File: config.mk
export PLATFORM = sky130hd
export DESIGN_NAME = sysreg_attr_ctrl
export DESIGN_NICKNAME = d
export VERILOG_FILES = /design/src/rtl/sra_pkg.sv /design/src/rtl/sra_route.sv /design/src/rtl/sra_regbank.sv /design/src/rtl/sysreg_attr_ctrl.sv
export SDC_FILE = /design/constraint.sdc
export NUM_CORES = 1
export LEC_CHECK = 0
export BUFFER_PORTS_ARGS = -buffer_cell sky130_fd_sc_hd__buf_2
export CAP_MARGIN = 20
export CORE_ASPECT_RATIO = 1.4
export CORE_MARGIN = 8
export CORE_UTILIZATION = 45
export CTS_CLUSTER_SIZE = 30
export DETAILED_ROUTE_END_ITERATION = 8
export PLACE_DENSITY = 0.73
export SETUP_SLACK_MARGIN = 0.2
export SYNTH_ARGS = -nofsm -noshare
export SYNTH_HDL_FRONTEND = slang
export SYNTH_SLANG_ARGS = --single-unit
File: constraint.sdc
create_clock -name clk -period 6.6 [get_ports clk]
set_clock_uncertainty 0.15 [all_clocks]
set_input_delay 0.33 -clock clk [delete_from_list [all_inputs] [get_ports clk]]
set_output_delay 0.33 -clock clk [all_outputs]
set_load 0.05 [all_outputs]
File: src/rtl/sra_pkg.sv
package sra_pkg;
    localparam int REG_W   = 64;
    localparam int ATTR_W  = 8;
    localparam int N_ATTR  = REG_W / ATTR_W;
    localparam int IDX_W   = $clog2(N_ATTR);
    localparam int SYN_W   = 6;
    localparam int OFF_W   = 12;
    localparam int KIND_W  = 4;

    localparam int K_DONE   = 0;
    localparam int K_TRAP   = 1;
    localparam int K_UNDEF  = 2;
    localparam int K_SHADOW = 3;

    localparam logic [SYN_W-1:0] TRAP_CLASS = 6'h18;
    localparam logic [OFF_W-1:0] SHADOW_OFS = 12'h140;

    localparam logic [2:0] OP1_DIRECT = 3'b000;
    localparam logic [2:0] OP1_ALIAS  = 3'b101;

    typedef enum logic [1:0] {NAME_NONE, NAME_DIRECT, NAME_ALIAS} name_e;
    typedef enum logic [2:0] {RT_UNDEF, RT_TRAP, RT_SHADOW, RT_GUEST, RT_HYP} route_e;

    typedef struct packed {
        logic [1:0] op0;
        logic [2:0] op1;
        logic [3:0] crn;
        logic [3:0] crm;
        logic [2:0] op2;
    } sysreg_id_t;

    typedef struct packed {
        logic       pl2_on;
        logic       pl2_64;
        logic       host_mode;
        logic       trap_rd;
        logic       trap_wr;
        logic [2:0] nest;
    } virt_ctl_t;

    function automatic name_e classify(sysreg_id_t id);
        name_e n;
        n = NAME_NONE;
        if (id.op0 == 2'b11 && id.crn == 4'b1010 && id.crm == 4'b0010 && id.op2 == 3'b000) begin
            if (id.op1 == OP1_DIRECT)     n = NAME_DIRECT;
            else if (id.op1 == OP1_ALIAS) n = NAME_ALIAS;
        end
        return n;
    endfunction

    function automatic logic [KIND_W-1:0] kind_of(route_e r);
        logic [KIND_W-1:0] k;
        k = '0;
        case (r)
            RT_TRAP:          k[K_TRAP]   = 1'b1;
            RT_SHADOW:        k[K_SHADOW] = 1'b1;
            RT_GUEST, RT_HYP: k[K_DONE]   = 1'b1;
            default:          k[K_UNDEF]  = 1'b1;
        endcase
        return k;
    endfunction
endpackage

File: src/rtl/sra_route.sv
module sra_route
    import sra_pkg::*;
(
    input  sysreg_id_t id,
    input  logic       is_write,
    input  logic [1:0] pl,
    input  virt_ctl_t  ctl,
    output route_e     route
);
    name_e name;
    logic  pl2_64on;
    logic  trap_hit;

    always_comb begin
        name     = classify(id);
        pl2_64on = ctl.pl2_on && ctl.pl2_64;
        trap_hit = pl2_64on && (is_write ? ctl.trap_wr : ctl.trap_rd);
        route    = RT_UNDEF;
        if (pl != 2'd0) begin
            case (name)
                NAME_DIRECT: begin
                    if (pl == 2'd1) begin
                        if (trap_hit)                               route = RT_TRAP;
                        else if (pl2_64on && ctl.nest == 3'b111)    route = RT_SHADOW;
                        else                                        route = RT_GUEST;
                    end else if (pl == 2'd2) begin
                        route = ctl.host_mode ? RT_HYP : RT_GUEST;
                    end else begin
                        route = RT_GUEST;
                    end
                end
                NAME_ALIAS: begin
                    if (pl == 2'd1) begin
                        if (ctl.pl2_on && ctl.nest == 3'b101)       route = RT_SHADOW;
                        else if (ctl.pl2_on && ctl.nest[0])         route = RT_TRAP;
                        else                                        route = RT_UNDEF;
                    end else if (ctl.pl2_on && ctl.host_mode) begin
                        route = RT_GUEST;
                    end
                end
                default: route = RT_UNDEF;
            endcase
        end
    end
endmodule

File: src/rtl/sra_regbank.sv
module sra_regbank
    import sra_pkg::*;
(
    input  logic              clk,
    input  logic              rst,
    input  logic              wr_guest,
    input  logic              wr_hyp,
    input  logic [REG_W-1:0]  wdata,
    input  logic              lu_hyp_sel,
    input  logic [IDX_W-1:0]  lu_index,
    output logic [REG_W-1:0]  guest_q,
    output logic [REG_W-1:0]  hyp_q,
    output logic [ATTR_W-1:0] lu_attr
);
    logic [ATTR_W-1:0] guest_f [N_ATTR];
    logic [ATTR_W-1:0] hyp_f   [N_ATTR];

    always_ff @(posedge clk) begin
        if (rst) begin
            guest_q <= '0;
            hyp_q   <= '0;
        end else begin
            if (wr_guest) guest_q <= wdata;
            if (wr_hyp)   hyp_q   <= wdata;
        end
    end

    for (genvar n = 0; n < N_ATTR; n++) begin : g_field
        assign guest_f[n] = guest_q[n*ATTR_W +: ATTR_W];
        assign hyp_f[n]   = hyp_q[n*ATTR_W +: ATTR_W];
    end

    assign lu_attr = lu_hyp_sel ? hyp_f[lu_index] : guest_f[lu_index];

    // contents move only on a write strobe
    a_r10_guest_hold: assert property (@(posedge clk) disable iff (rst)
        !wr_guest |=> $stable(guest_q));
    a_r10_hyp_hold: assert property (@(posedge clk) disable iff (rst)
        !wr_hyp |=> $stable(hyp_q));
    a_r10_single_target: assert property (@(posedge clk) disable iff (rst)
        !(wr_guest && wr_hyp));
endmodule

File: src/rtl/sysreg_attr_ctrl.sv
module sysreg_attr_ctrl
    import sra_pkg::*;
(
    input  logic        clk,
    input  logic        rst,
    input  logic        req_valid,
    input  logic        req_write,
    input  logic [1:0]  req_op0,
    input  logic [2:0]  req_op1,
    input  logic [3:0]  req_crn,
    input  logic [3:0]  req_crm,
    input  logic [2:0]  req_op2,
    input  logic [63:0] req_wdata,
    input  logic [1:0]  cur_pl,
    input  logic        pl2_enabled,
    input  logic        pl2_is64,
    input  logic        host_mode,
    input  logic        trap_rd_ctl,
    input  logic        trap_wr_ctl,
    input  logic [2:0]  nest_ctl,
    output logic        rsp_valid,
    output logic [3:0]  rsp_kind,
    output logic [63:0] rsp_rdata,
    output logic [5:0]  rsp_syndrome,
    output logic        shadow_req,
    output logic        shadow_write,
    output logic [11:0] shadow_offset,
    output logic [63:0] shadow_wdata,
    input  logic [2:0]  lu_index,
    output logic [7:0]  lu_attr
);
    sysreg_id_t        id;
    virt_ctl_t         ctl;
    route_e            route;
    logic              wr_guest, wr_hyp;
    logic [REG_W-1:0]  guest_q, hyp_q;

    assign id  = '{op0: req_op0, op1: req_op1, crn: req_crn, crm: req_crm, op2: req_op2};
    assign ctl = '{pl2_on: pl2_enabled, pl2_64: pl2_is64, host_mode: host_mode,
                   trap_rd: trap_rd_ctl, trap_wr: trap_wr_ctl, nest: nest_ctl};

    sra_route u_route (
        .id       (id),
        .is_write (req_write),
        .pl       (cur_pl),
        .ctl      (ctl),
        .route    (route)
    );

    assign wr_guest = req_valid && req_write && route == RT_GUEST;
    assign wr_hyp   = req_valid && req_write && route == RT_HYP;

    sra_regbank u_bank (
        .clk        (clk),
        .rst        (rst),
        .wr_guest   (wr_guest),
        .wr_hyp     (wr_hyp),
        .wdata      (req_wdata),
        .lu_hyp_sel (cur_pl == 2'd2 && host_mode),
        .lu_index   (lu_index),
        .guest_q    (guest_q),
        .hyp_q      (hyp_q),
        .lu_attr    (lu_attr)
    );

    always_ff @(posedge clk) begin
        if (rst || !req_valid) begin
            rsp_valid     <= 1'b0;
            rsp_kind      <= '0;
            rsp_rdata     <= '0;
            rsp_syndrome  <= '0;
            shadow_req    <= 1'b0;
            shadow_write  <= 1'b0;
            shadow_offset <= '0;
            shadow_wdata  <= '0;
        end else begin
            rsp_valid     <= 1'b1;
            rsp_kind      <= kind_of(route);
            rsp_syndrome  <= (route == RT_TRAP) ? TRAP_CLASS : '0;
            rsp_rdata     <= '0;
            if (!req_write && route == RT_GUEST) rsp_rdata <= guest_q;
            if (!req_write && route == RT_HYP)   rsp_rdata <= hyp_q;
            shadow_req    <= (route == RT_SHADOW);
            shadow_write  <= (route == RT_SHADOW) && req_write;
            shadow_offset <= (route == RT_SHADOW) ? SHADOW_OFS : '0;
            shadow_wdata  <= (route == RT_SHADOW && req_write) ? req_wdata : '0;
        end
    end

    // level 0 never succeeds
    a_r1_pl0_undef: assert property (@(posedge clk) disable iff (rst)
        req_valid && cur_pl == 2'd0 |=> rsp_valid && rsp_kind[K_UNDEF]);
    // exactly one outcome per response
    a_r9_onehot: assert property (@(posedge clk) disable iff (rst)
        rsp_valid |-> $countones(rsp_kind) == 1);
    a_r9_idle: assert property (@(posedge clk) disable iff (rst)
        !req_valid |=> !rsp_valid && rsp_kind == '0 && !shadow_req);
    // traps carry the fixed class
    a_r2_syndrome: assert property (@(posedge clk) disable iff (rst)
        rsp_valid && rsp_kind[K_TRAP] |-> rsp_syndrome == TRAP_CLASS);
    // shadow port agrees with the reported outcome
    a_r3_shadow_port: assert property (@(posedge clk) disable iff (rst)
        shadow_req |-> rsp_kind[K_SHADOW] && shadow_offset == SHADOW_OFS);
    // unknown identifiers never reach a register
    a_r8_unknown_id: assert property (@(posedge clk) disable iff (rst)
        req_valid && !((req_op0 == 2'b11) && (req_crn == 4'b1010) && (req_crm == 4'b0010)
                       && (req_op2 == 3'b000)) |=> rsp_kind[K_UNDEF]);
endmodule

Yosys cells after proc, flatten, opt, wreduce, memory -nomap -nowiden
Cells that the tools add are included.
{ "totals": {"ff_bits": 281, "wordCells": 83, "out_inout_bits": 161, "input_bits": 97} }
{ "op_classes": {"bitwise": 2, "mux": 31, "n_reduce_logical": 25, "magnitude_cmp": 1, "n_eq_ne": 14} }
{ "op_table": {"columns": ["operator", "count"], "rows": [
  ["$mux W64", 2],
  ["$bmux W8 S3", 2],
  ["$mux W8", 5],
  ["$mux W3", 7],
  ["$logic_and A1 B1 Y1", 16],
  ["$eq A3 B3 Y1 const B", 4],
  ["$mux W9", 1],
  ["$mux W1", 8],
  ["$mux W2", 4],
  ["$eq A2 B2 Y1 const B", 3],
  ["$eq A3 B2 Y1 const B", 2],
  ["$logic_not A3 Y1", 2],
  ["$pmux W3 S2", 1],
  ["$mux W5", 1],
  ["$eq A2 B1 Y1 const B", 2],
  ["$eq A4 B2 Y1 const B", 1],
  ["$eq A4 B4 Y1 const B", 1],
  ["$ge A4 B4 Y1 const B", 1],
  ["$not A3 Y4", 1],
  ["$reduce_or A2 Y1", 2],
  ["$reduce_or A4 Y1", 1],
  ["$eq A3 B1 Y1 const B", 1],
  ["$logic_not A1 Y1", 2],
  ["$reduce_bool A2 Y1", 1],
  ["2 further kinds", 2]
]} }

Depth between registers and ports, before layout
Gate-level depths: netlist (run 1).
{ "logic_depth": {"word_depth": 12, "mapped_depth": 11, "ltp_nobuf": 6} }

By module
A second synthesis (run 1) with hierarchy kept.
{ "unflattened": {"hier_cells": 840, "area_unflattened_um2": 9858.2} }
{ "modules_own_cells": {"columns": ["module", "instances", "seq_area_each_um2", "area_per_inst_um2", "cells_each"], "rows": [
  ["sra_regbank", 1, 2562.5, 5482.8, 482],
  ["sysreg_attr_ctrl", 1, 2682.6, 4181.5, 329],
  ["sra_route", 1, 0.0, 193.9, 29]
]} }

Least setup slack after synthesis (run 1)
OpenSTA, ideal clock, no wires.
{ "synth_path": {"path_type": "input-to-output", "from": "input port lu_index[0]", "to": "output port lu_attr[0]", "arrival_time_ns": 2.278, "required_ns": 6.120, "n_path_buf": 2, "path_slack_ns": 3.842, "stages": 4, "path_cell_list": "clkbuf_1 -> buf_1 -> mux4_2 -> mux4_2"} }
{ "synth_between": {"elab_chain_cells": 5} }
{ "synth_lines": {"columns": ["item", "line_no", "source"], "rows": [
  ["start, declared", "sysreg_attr_ctrl.sv:29", "input logic [2:0] lu_index,"],
  ["$not A3 Y4 (not written as such) *", "sra_regbank.sv:33", "assign lu_attr = lu_hyp_sel ? hyp_f[lu_index] : guest_f[lu_index];"],
  ["$bmux W8 S3", "sra_regbank.sv:33", null],
  ["$mux W8 (not written as such) (2 in series)", "sra_regbank.sv:33", null],
  ["$mux W8 *", "sra_regbank.sv:33", null],
  ["end, declared", "sysreg_attr_ctrl.sv:30", "output logic [7:0] lu_attr"]
]} }
Every way passes the cells marked *; elsewhere a longest branch is shown, timed or not. The select of a mux whose other input is x is not followed.

Worst setup path in the final report (run 1)
{ "layout_path": {"from": "input port req_crm[2]", "to": "register rsp_rdata[13]"} }
{ "layout_between": {"elab_chain_cells": 11} }
{ "layout_lines": {"columns": ["item", "line_no", "source"], "rows": [
  ["start, declared", "sysreg_attr_ctrl.sv:11", "input logic [3:0] req_crm,"],
  ["$eq A4 B2 Y1 *", "sra_pkg.sv:44", "if (id.op0 == 2'b11 && id.crn == 4'b1010 && id.crm == 4'b0010 && id.op2 == 3'b000) begin"],
  ["$logic_and A1 B1 Y1 * (2 in series)", "sra_pkg.sv:44", null],
  ["$mux W2 *", "sra_pkg.sv:44", null],
  ["$eq A2 B2 Y1 / $eq A2 B1 Y1 (equally long branches)", "sra_route.sv:20", "case (name)"],
  ["$pmux W3 S2 *", "sra_route.sv:20", null],
  ["$mux W3 *", "sra_route.sv:19", "if (pl != 2'd0) begin"],
  ["$eq A3 B2 Y1", "sysreg_attr_ctrl.sv:81", "if (!req_write && route == RT_GUEST) rsp_rdata <= guest_q;"],
  ["$logic_and A1 B1 Y1", "sysreg_attr_ctrl.sv:81", null],
  ["$mux W64", "sysreg_attr_ctrl.sv:81", null],
  ["$mux W64 *", "sysreg_attr_ctrl.sv:82", "if (!req_write && route == RT_HYP) rsp_rdata <= hyp_q;"],
  ["end signal, assigned", "sysreg_attr_ctrl.sv:81", null],
  ["end signal, assigned", "sysreg_attr_ctrl.sv:82", null],
  ["end, declared", "sysreg_attr_ctrl.sv:23", "output logic [63:0] rsp_rdata,"]
]} }
Every way passes the cells marked *; elsewhere a longest branch is shown, timed or not.
A chain may end at the register's enable or synchronous reset.

==> impl_metrics.csv, run 1 <==
group,metric,value,unit
status,outcome,"finished, final reports clean",
synth,yosys_warnings,0,
sta,relSlewSlack,0.330,
synth,seq_area_frac_synth,0.526,
critical_path,cp_max_fo,66,
final_layout,nFillCells,1884,
die,start_util,0.458,
drt,num_vias,8749,
drt,viasPerCell,5.63,
die,row_count,64,
power,power,3.23,mW
die,die_w,142,um
clocking,clk_latency,0.52,ns
synth,yosysUniqueCellTypes,43,
grt,antenna_found_initial,1,
drt,drc,0,
final_layout,drive_gt1_frac,0.279,
drt,drt_iter0_markers,865,
critical_path,crit_required,6.90,ns
synth,async_flop_share,0,
sta,tightest_slew,1.00,ns
die,core_area,21800,um^2
grt,grt_pass1_vias,8672,
die,die_h,192,um
grt,grt_pass1_wl,49200,um
final_layout,final_cell_mix,"dfxtp_1, buf_2, nand2_1, a21oi_1",
placed_design,portBuffers,243,
clocking,numCtsBuffers,25,
synth,synth_edf_count,0,
sta,fin_crit_sh,0.520,
synth,synth.area.top_cells,"dfxtp_1, mux4_2, a21oi_1, a22o_1, nand2_1",
synth,synth_cells,992,
final_layout,area_delta_synth_final,27.0,%
critical_path,critical_path_class,"input port to flop",
drt,wl,32700,um
die,io_pins,258,
grt,overflow,0,
placed_design,place.gp.congestion,0.861,
sta,slew_violations,0,
drt,drtPass1Iterations,6,
placed_design,dp_hpwl,21000,um
synth,synth_area,9970,um^2
sta,max_freq,291,MHz
clocking,cts_resized,0,
die,die_area,27300,um^2
sta,rsz0062_at_grt,"no",
power,power_density,255,nW/um^2
sta,fin_crit,3.43,ns
sta,hold_violations,0,
drt,wire_per_inst,21.1,um
power,peakVddDrop,0.000198,V
grt,grt_max_degree,67,
drt,drtAntennaViolNets,0,
critical_path,setup.worst_path.end_class,"flop",
synth,synth_top_area_cell,"dfxtp_1",
clocking,htreeDepth,1,
synth,synth_flop_cell,"dfxtp_1",
sta,setup_viol,0,
final_layout,nets,1335,
power,power.leakage,5.16,nW
clocking,cts_sinks,262,
clocking,cts-root-buf,"clkbuf_16",
synth,ys_seq_elements,262,
run,cap_violations,0,
final_layout,layout_commonest_cell,"dfxtp_1",
synth,syn_area_per_cell,10.1,um^2
critical_path,cp-start-kind,"input port",
grt,track_usage,0.231,
critical_path,cp.arrival,3.73,ns
worst_hold_path,hold_path.class,"input port to flop",
clocking,tritoncts,"done",
clocking,clkSlewWorstSetupHoldPaths,0.07,ns
final_layout,antenna_cells,0,
sta,setup_tns,0,ns
clocking,clk_path_buf_depth,3,
synth,synth_top_area_share,0.526,
==> cells by family (layout without fill, tap and decap cells) <==
kind of cell	Yosys count	after routing	synth area share
flip-flops	262	262	0.526
buffers and inverters	114	365	0.0585
other	1	14	0.000376
AO/OA/AOI/OAI	274	274	0.166
AND/OR/NAND/NOR	300	300	0.158
multiplexers	41	41	0.0915
==> state kept, by name (all words and copies together) (netlist names) <==
register	count
rsp_kind	3
rsp_rdata	64
rsp_valid	1
shadow_offset	1
shadow_wdata	64
shadow_write	1
u_bank.guest_q	64
u_bank.hyp_q	64
==> synth_stat cells, types with 3 or more instances <==
master and instances:
clkbuf_1 57, clkbuf_2 6, o21ai_0 66, a22o_1 64
buf_6 7, buf_1 8, dfxtp_1 262, buf_4 21
nand4_1 67, buf_2 13, and4_1 3, and2_1 68
mux4_2 40, nor2_1 5, a21oi_1 134, nand2_1 135
nand3_1 4
==> power by group <==
part	switching, mW	internal (mW)	leakage, nW
clock	0.606	0.871	0.418
sequential	0.000112	1.58	2.11
combinational	0.108	0.0649	2.64
total	0.714	2.52	5.16
==> area by class of cell <==
cell class | instances | area, um^2 | share of cell area
clock buffer | 33 | 706 | 0.0557
clock inverter | 12 | 148 | 0.0117
inverter | 2 | 7.51 | 0.000593
multi-input combinational | 629 | 4230 | 0.334
sequential | 262 | 5250 | 0.414
tap | 297 | 372 | 0.0293
timing repair buffer | 318 | 1950 | 0.154
==> path summary, 6_finish.rpt <==
check | slack [ns] | depth (start not counted) | startpoint | endpoint
worst max-delay path | 3.17 | 9 | req_crm[2] | rsp_rdata[13]$_SDFF_PN0_
worst min-delay path | 0.09 | 3 | req_valid | rsp_kind[0]$_SDFF_PN0_
worst max register to register | 5.65 | 2 | u_bank.guest_q[19]$_SDFFE_PP0P_ | u_bank.guest_q[19]$_SDFFE_PP0P_
worst min register to register | 0.32 | 2 | u_bank.hyp_q[4]$_SDFFE_PP0P_ | u_bank.hyp_q[4]$_SDFFE_PP0P_
==> layer usage <==
| metal | share of wire | GRT usage | routed length, um |
|---|---|---|---|
| met1 | 0.36 | 0.263 | 11800 |
| met2 | 0.50 | 0.401 | 16300 |
| met3 | 0.086 | 0.0425 | 2810 |
| met4 | 0.055 | 0.130 | 1800 |
| met5 | 0.00040 | 0 | 13 |
==> critical path: stages <==
cell	delay (ns)
buf_2	0.09
or4_4	0.56
nor4_4	0.37
and2_1	0.35
o22a_2	0.19
buf_4	0.63
nor3b_4	0.30
buf_4	0.64
a22o_1	0.24
==> stage by stage <==
stage               hold WS [ns]  instances  setup slack (ns)   util  cell area [um^2]
floorplan                  0.292       1005              3.84      -             10000
global placement           0.299       1443              2.76  0.512             11100
detailed placement         0.310       1443              2.68  0.512             11100
CTS                       0.0683       1552              3.21  0.580             12600
global route              0.0955       1553              3.03  0.581             12700
finish                    0.0860       1553              3.17  0.581             12700
==> timing repair <==
item	4_1_cts	5_1_grt
hold buffers	64	0
setup buffers	0	0
hold endpoints to repair	192	0
Note: power is estimated with default switching activity, not from simulation.
==> run 2: changes to the inputs <==
--- a/config.mk
+++ b/config.mk
@@ -5,6 +5,7 @@
 export SDC_FILE = /design/constraint.sdc
 export NUM_CORES = 1
 export LEC_CHECK = 0
+export ABC_AREA = 1
 export BUFFER_PORTS_ARGS = -buffer_cell sky130_fd_sc_hd__buf_2
 export CAP_MARGIN = 20
 export CORE_ASPECT_RATIO = 1.4
@@ -12,7 +13,7 @@
 export CORE_UTILIZATION = 45
 export CTS_CLUSTER_SIZE = 30
 export DETAILED_ROUTE_END_ITERATION = 8
-export PLACE_DENSITY = 0.73
+export PLACE_DENSITY = 0.71
 export SETUP_SLACK_MARGIN = 0.2
 export SYNTH_ARGS = -nofsm -noshare
 export SYNTH_HDL_FRONTEND = slang
==> constraint.sdc (replaced) <==
create_clock -name clk -period 3.5 [get_ports clk]
set_clock_uncertainty 0.15 [all_clocks]
set_input_delay 0.175 -clock clk [delete_from_list [all_inputs] [get_ports clk]]
set_output_delay 0.175 -clock clk [all_outputs]
set_load 0.05 [all_outputs]
==> run 2 against run 1 <==
Effect of this change:
- cell count up 39%
- clock power up 85%
- highest routed layer is now met4
- largest power group unchanged
- largest cell class unchanged
- synthesized cell count up 60%
- first-iteration DRC count up 28%
- core utilization down 2.2 points
- flip-flop and latch count unchanged
- sequential share of layout area down 4.4 points
==> impl_metrics.csv, run 2 <==
group,metric,value,unit
clocking,cts_resized,0,
clocking,post-cts-setup-buffer-count,0,
drt,drtPass1Iterations,8,
placed_design,dp_hpwl,25300,um
die,row_count,69,
die,die_w,151,um
sta,tightest_slew,1.10,ns
grt,grt_max_degree,69,
power,peakVddDrop,0.000380,V
synth,synthTopCellsByCount,"nor2_1, dfxtp_1, nand2_1",
final_layout,drive_gt1_frac,0.224,
sta,slew_violations,0,
synth,seq_area_frac_synth,0.454,
drt,drc,0,
grt,overflow,0,
die,start_util,0.457,
sta,hold_violations,0,
synth,async_flop_share,0,
critical_path,timing.reg2reg.setup_slack,2.30,ns
sta,fin_crit_sh,0.800,
sta,relSlewSlack,0.268,
final_layout,layout_commonest_cell,"nor2_1",
clocking,clk_latency,0.54,ns
die,die_area,31100,um^2
clocking,htreeDepth,1,
clocking,cts_hold_buf,67,
synth,ys_seq_elements,262,
placed_design,place.gp.congestion,0.906,
final_layout,final_cell_mix,"nor2_1, dfxtp_1, buf_2, nand2_1, inv_1",
worst_hold_path,min_to,"rsp_kind[1]$_SDFF_PN0_",
drt,viasPerCell,5.03,
clocking,clkSlewWorstSetupHoldPaths,0.06,ns
drt,drt_iter0_markers,1106,
critical_path,reg2reg_from,"u_bank.guest_q[24]$_SDFFE_PP0P_",
sta,rsz0062_at_grt,"no",
clocking,clk_path_buf_depth,3,
synth,synth_edf_count,0,
grt,antenna_found_initial,0,
synth,synth_flop_cell,"dfxtp_1",
critical_path,cp.arrival,2.48,ns
synth,synth_top_area_cell,"dfxtp_1",
drt,num_vias,10900,
grt,track_usage,0.237,
status,outcome,"finished, final reports clean",
worst_hold_path,whs_path_depth,6,
synth,synth.area.top_cells,"dfxtp_1, nor2_1, nand2_1, inv_1, a21oi_1",
die,io_pins,258,
worst_hold_path,hold_path.class,"input port to flop",
final_layout,antenna_cells,0,
clocking,cts_sinks,262,
die,die_h,206,um
power,power,6.19,mW
power,power_density,437,nW/um^2
critical_path,setup.worst_path.end_class,"output pin",
synth,synth_cells,1584,
drt,wire_per_inst,17.5,um
final_layout,nets,1925,
critical_path,critical_path_class,"input port to output pin",
placed_design,portBuffers,243,
critical_path,r2r_end,"rsp_rdata[24]$_SDFF_PN0_",
synth,synth_area,11500,um^2
critical_path,rr_worst_depth,4,
synth,synth.most_common_cell,"nor2_1",
sta,max_freq,357,MHz
final_layout,area_delta_synth_final,22.6,%
power,power.leakage,6.71,nW
synth,syn_area_per_cell,7.29,um^2
sta,setup_tns,0,ns
clocking,numCtsBuffers,26,
clocking,cts-root-buf,"clkbuf_16",
synth,yosysUniqueCellTypes,30,
synth,synth_top_area_share,0.454,
critical_path,crit_required,3.17,ns
run,cap_violations,0,
critical_path,cp-start-kind,"input port",
die,core_area,25300,um^2
sta,fin_crit,2.80,ns
clocking,tritoncts,"done",
grt,grt_pass1_wl,58000,um
critical_path,cp_max_fo,33,
worst_hold_path,worstHoldStart,"req_op1[0]",
sta,setup_viol,0,
drt,wl,37800,um
drt,drtAntennaViolNets,0,
synth,yosys_warnings,0,
grt,grt_pass1_vias,10400,
-- run 2: how the worst max path moves through the flow --
stage	to	cells after the start	slack, ns	startpoint
after global placement	lu_attr[2]	9	0.83	lu_index[1]
after detailed placement	lu_attr[2]	9	0.79	lu_index[1]
after global routing	lu_attr[2]	9	0.52	lu_index[1]
final	lu_attr[2]	9	0.70	lu_index[1]
after floorplan	rsp_rdata[13]$_SDFF_PN0_	14	1.84	req_crn[3]
after CTS	lu_attr[2]	9	0.79	lu_index[1]
-- run 2: cell families (layout without fill, tap and decap cells) --
kind of cell    Yosys count  in the layout  synth area share
flops                   262            262             0.454
compound gates          260            260             0.130
other cells               1             14          0.000325
simple gates            715            715             0.281
buf+inv                 346            595             0.134
-- run 2: worst max-delay path, stage by stage --
cell and delay, ns:
buf_2 0.52, inv_1 0.60, buf_4 0.32, a21oi_1 0.11, o21ai_0 0.10, nand3_1 0.11
nand3_1 0.08, nand2_1 0.16, buf_2 0.30
-- run 2: area by class of cell --
class / instances / area (um^2)
fill: 2334 / 11100
sequential: 262 / 5250
multi-input combinational: 989 / 4820
timing repair buffer: 326 / 2020
inverter: 223 / 837
clock buffer: 37 / 753
tap: 319 / 399
clock inverter: 9 / 78.8
-- run 2: report_power, final --
| part | switching (mW) | internal [mW] |
|---|---|---|
| Clock | 1.17 | 1.57 |
| Sequential | 0.000262 | 2.98 |
| Combinational | 0.323 | 0.147 |
| Total | 1.49 | 4.70 |
-- run 2: per-stage QoR --
stage          area (um^2)  hold slack [ns]  setup WS [ns]   util  instances
3_3_place_gp         12700            0.270          0.828  0.500       2052
3_5_place_dp         12700            0.269          0.790  0.500       2052
4_1_cts              14200           0.0597          0.789  0.560       2165
2_1_floorplan        11600            0.137           1.84      -       1597
6_report             14200           0.0717          0.699  0.560       2165
5_1_grt              14200           0.0980          0.515  0.560       2165
-- run 2: routing by layer --
layer	share of wire	wire length (um)	global-route usage	vias up
met5	0	0	0	-
met1	0.38	14500	0.280	4939
met4	0.042	1600	0.106	0
met3	0.083	3140	0.0409	94
met2	0.49	18600	0.409	474
li1	-	-	-	5380
==> run 3: changes to the inputs <==
--- a/config.mk
+++ b/config.mk
@@ -13,7 +13,7 @@
 export CORE_UTILIZATION = 45
 export CTS_CLUSTER_SIZE = 30
 export DETAILED_ROUTE_END_ITERATION = 8
-export PLACE_DENSITY = 0.71
+export PLACE_DENSITY = 0.74
 export SETUP_SLACK_MARGIN = 0.2
 export SYNTH_ARGS = -nofsm -noshare
 export SYNTH_HDL_FRONTEND = slang
==> constraint.sdc (replaced) <==
create_clock -name clk -period 2.3 [get_ports clk]
set_clock_uncertainty 0.15 [all_clocks]
set_input_delay 0.115 -clock clk [delete_from_list [all_inputs] [get_ports clk]]
set_output_delay 0.115 -clock clk [all_outputs]
set_load 0.05 [all_outputs]
==> run 3 against run 2 <==
Effect of this change:
- sequential power grew 52%
- largest power group is now the clock network
- largest cell class unchanged
- highest routed layer is now met5
- setup slack lost 0.47 ns
- cell count grew 0.60%
- clock power grew 67%
- register-to-register slack lost 1.1 ns
- non-clock buffer count grew 11
- critical path type is now flop to output pin
==> impl_metrics.csv, run 3 (synthesized netlist as in run 2, its figures left out) <==
group,metric,value,unit
critical_path,cpMostUsedCell,"nand3_1",
grt,grt_max_degree,129,
clocking,clkSlewWorstSetupHoldPaths,0.07,ns
final_layout,antenna_cells,0,
clocking,tritoncts,"done",
sta,whs,0.0324,ns
final_layout,regArea,5250,um^2
critical_path,setup.worst_path.end_class,"output pin",
critical_path,critical_path_class,"flop to output pin",
final_layout,nets,1936,
die,die_w,151,um
power,power.leakage,6.90,nW
sta,slew_violations,0,
final_layout,area_delta_synth_final,26.5,%
sta,tightest_slew,1.12,ns
clocking,cts_sinks,262,
clocking,post-cts-setup-buffer-count,0,
power,peakVddDrop,0.000701,V
sta,setup_tns,0,ns
drt,num_vias,10900,
die,die_area,31100,um^2
final_layout,final_cell_mix,"nor2_1, dfxtp_1, buf_2, nand2_1, inv_1",
sta,relSlewSlack,0.254,
grt,track_usage,0.227,
drt,wl,36400,um
final_layout,layout_commonest_cell,"nor2_1",
drt,drtAntennaViolNets,0,
die,die_h,206,um
drt,wire_per_inst,16.7,um
grt,antenna_found_initial,1,
critical_path,cpMaxStageDelayCell,"dfxtp_1",
final_layout,nFillCells,2269,
status,outcome,"finished, final reports clean",
clocking,clk_latency,0.53,ns
critical_path,crit_required,2.04,ns
critical_path,cp.arrival,1.80,ns
drt,drt_iter0_markers,961,
run,cap_violations,0,
clocking,htreeDepth,1,
critical_path,cp_max_fo,3,
drt,drc,0,
grt,grt_pass1_wl,56200,um
sta,fin_crit,2.07,ns
grt,grt_pass1_vias,10600,
final_layout,stdcell_count,2178,
die,core_area,25300,um^2
final_layout,drive_gt1_frac,0.232,
placed_design,place.gp.congestion,0.904,
sta,max_freq,483,MHz
clocking,clk_path_buf_depth,3,
placed_design,dp_hpwl,24300,um
power,power_density,678,nW/um^2
drt,drtPass1Iterations,5,
critical_path,path_cells,"o21ai_0 > nand3_1 > nand3_1 > nand2_1 > buf_6",
sta,hold_violations,0,
die,start_util,0.457,
critical_path,slowest_delay,0.34,ns
die,io_pins,258,
final_layout,multiInputGateArea,4840,um^2
worst_hold_path,hold_path.class,"input port to flop",
sta,setup_viol,0,
die,row_count,69,
critical_path,cp-start-kind,"flop",
sta,rsz0062_at_grt,"yes",
placed_design,portBuffers,243,
sta,fin_crit_sh,0.899,
placed_design,dp_cells,2060,
drt,viasPerCell,4.99,
clocking,numCtsBuffers,26,
clocking,cts-root-buf,"clkbuf_16",
grt,overflow,0,
-- run 3: worst paths after layout --
path                               to  slack [ns]                            start  cells past startpoint
max reg2reg  rsp_rdata[35]$_SDFF_PN0_        1.23  u_bank.guest_q[35]$_SDFFE_PP0P_                      4
max                        lu_attr[5]        0.23     u_bank.hyp_q[5]$_SDFFE_PP0P_                      5
min reg2reg   rsp_rdata[8]$_SDFF_PN0_        0.30     u_bank.hyp_q[8]$_SDFFE_PP0P_                      2
min           rsp_rdata[8]$_SDFF_PN0_        0.03                        req_write                      5
-- run 3: layer usage --
layer	global-route usage	part of all wire
met2	0.398	0.50
met5	0	0.00036
met1	0.268	0.39
met4	0.0975	0.037
met3	0.0363	0.069
-- run 3: worst max-delay path: cells and delay by family (launching register included) --
family | cells | cell delay, ns
AND/OR/NAND/NOR | 3 | 0.44
AO/OA/AOI/OAI | 1 | 0.32
buffers and inverters | 1 | 0.18
flip-flops | 1 | 0.34
-- run 3: timing repair --
action                                  CTS  global route
hold buffers                             70             0
hold endpoints to repair                204             0
endpoints found under the setup margin    2             8
gates resized for setup                   2            14
pin swaps                                 0             1
-- run 3: stage by stage --
stage	utilization	power, mW	worst slack, ns	instance area, um^2
2_1_floorplan	-	5.03	0.699	11600
3_3_place_gp	0.512	5.32	0.289	12900
3_5_place_dp	0.512	5.33	0.238	12900
4_1_cts	0.577	9.98	0.183	14600
5_1_grt	0.578	10.2	0.188	14600
6_report	0.578	9.91	0.232	14600
-- run 3: layout make-up --
cell class                      count  area share
Inverter                          223      0.0573
Multi-Input combinational cell    989       0.332
Sequential cell                   262       0.359
Tap cell                          319      0.0273
Clock buffer                       39      0.0555
Timing Repair Buffer              337       0.161
Clock inverter                      9     0.00899
-- run 3: power breakdown --
part / internal [mW] / switching (mW) / total [mW]
Sequential: 4.54 / 0.000364 / 4.54
Combinational: 0.279 / 0.515 / 0.794
Clock: 2.77 / 1.80 / 4.57
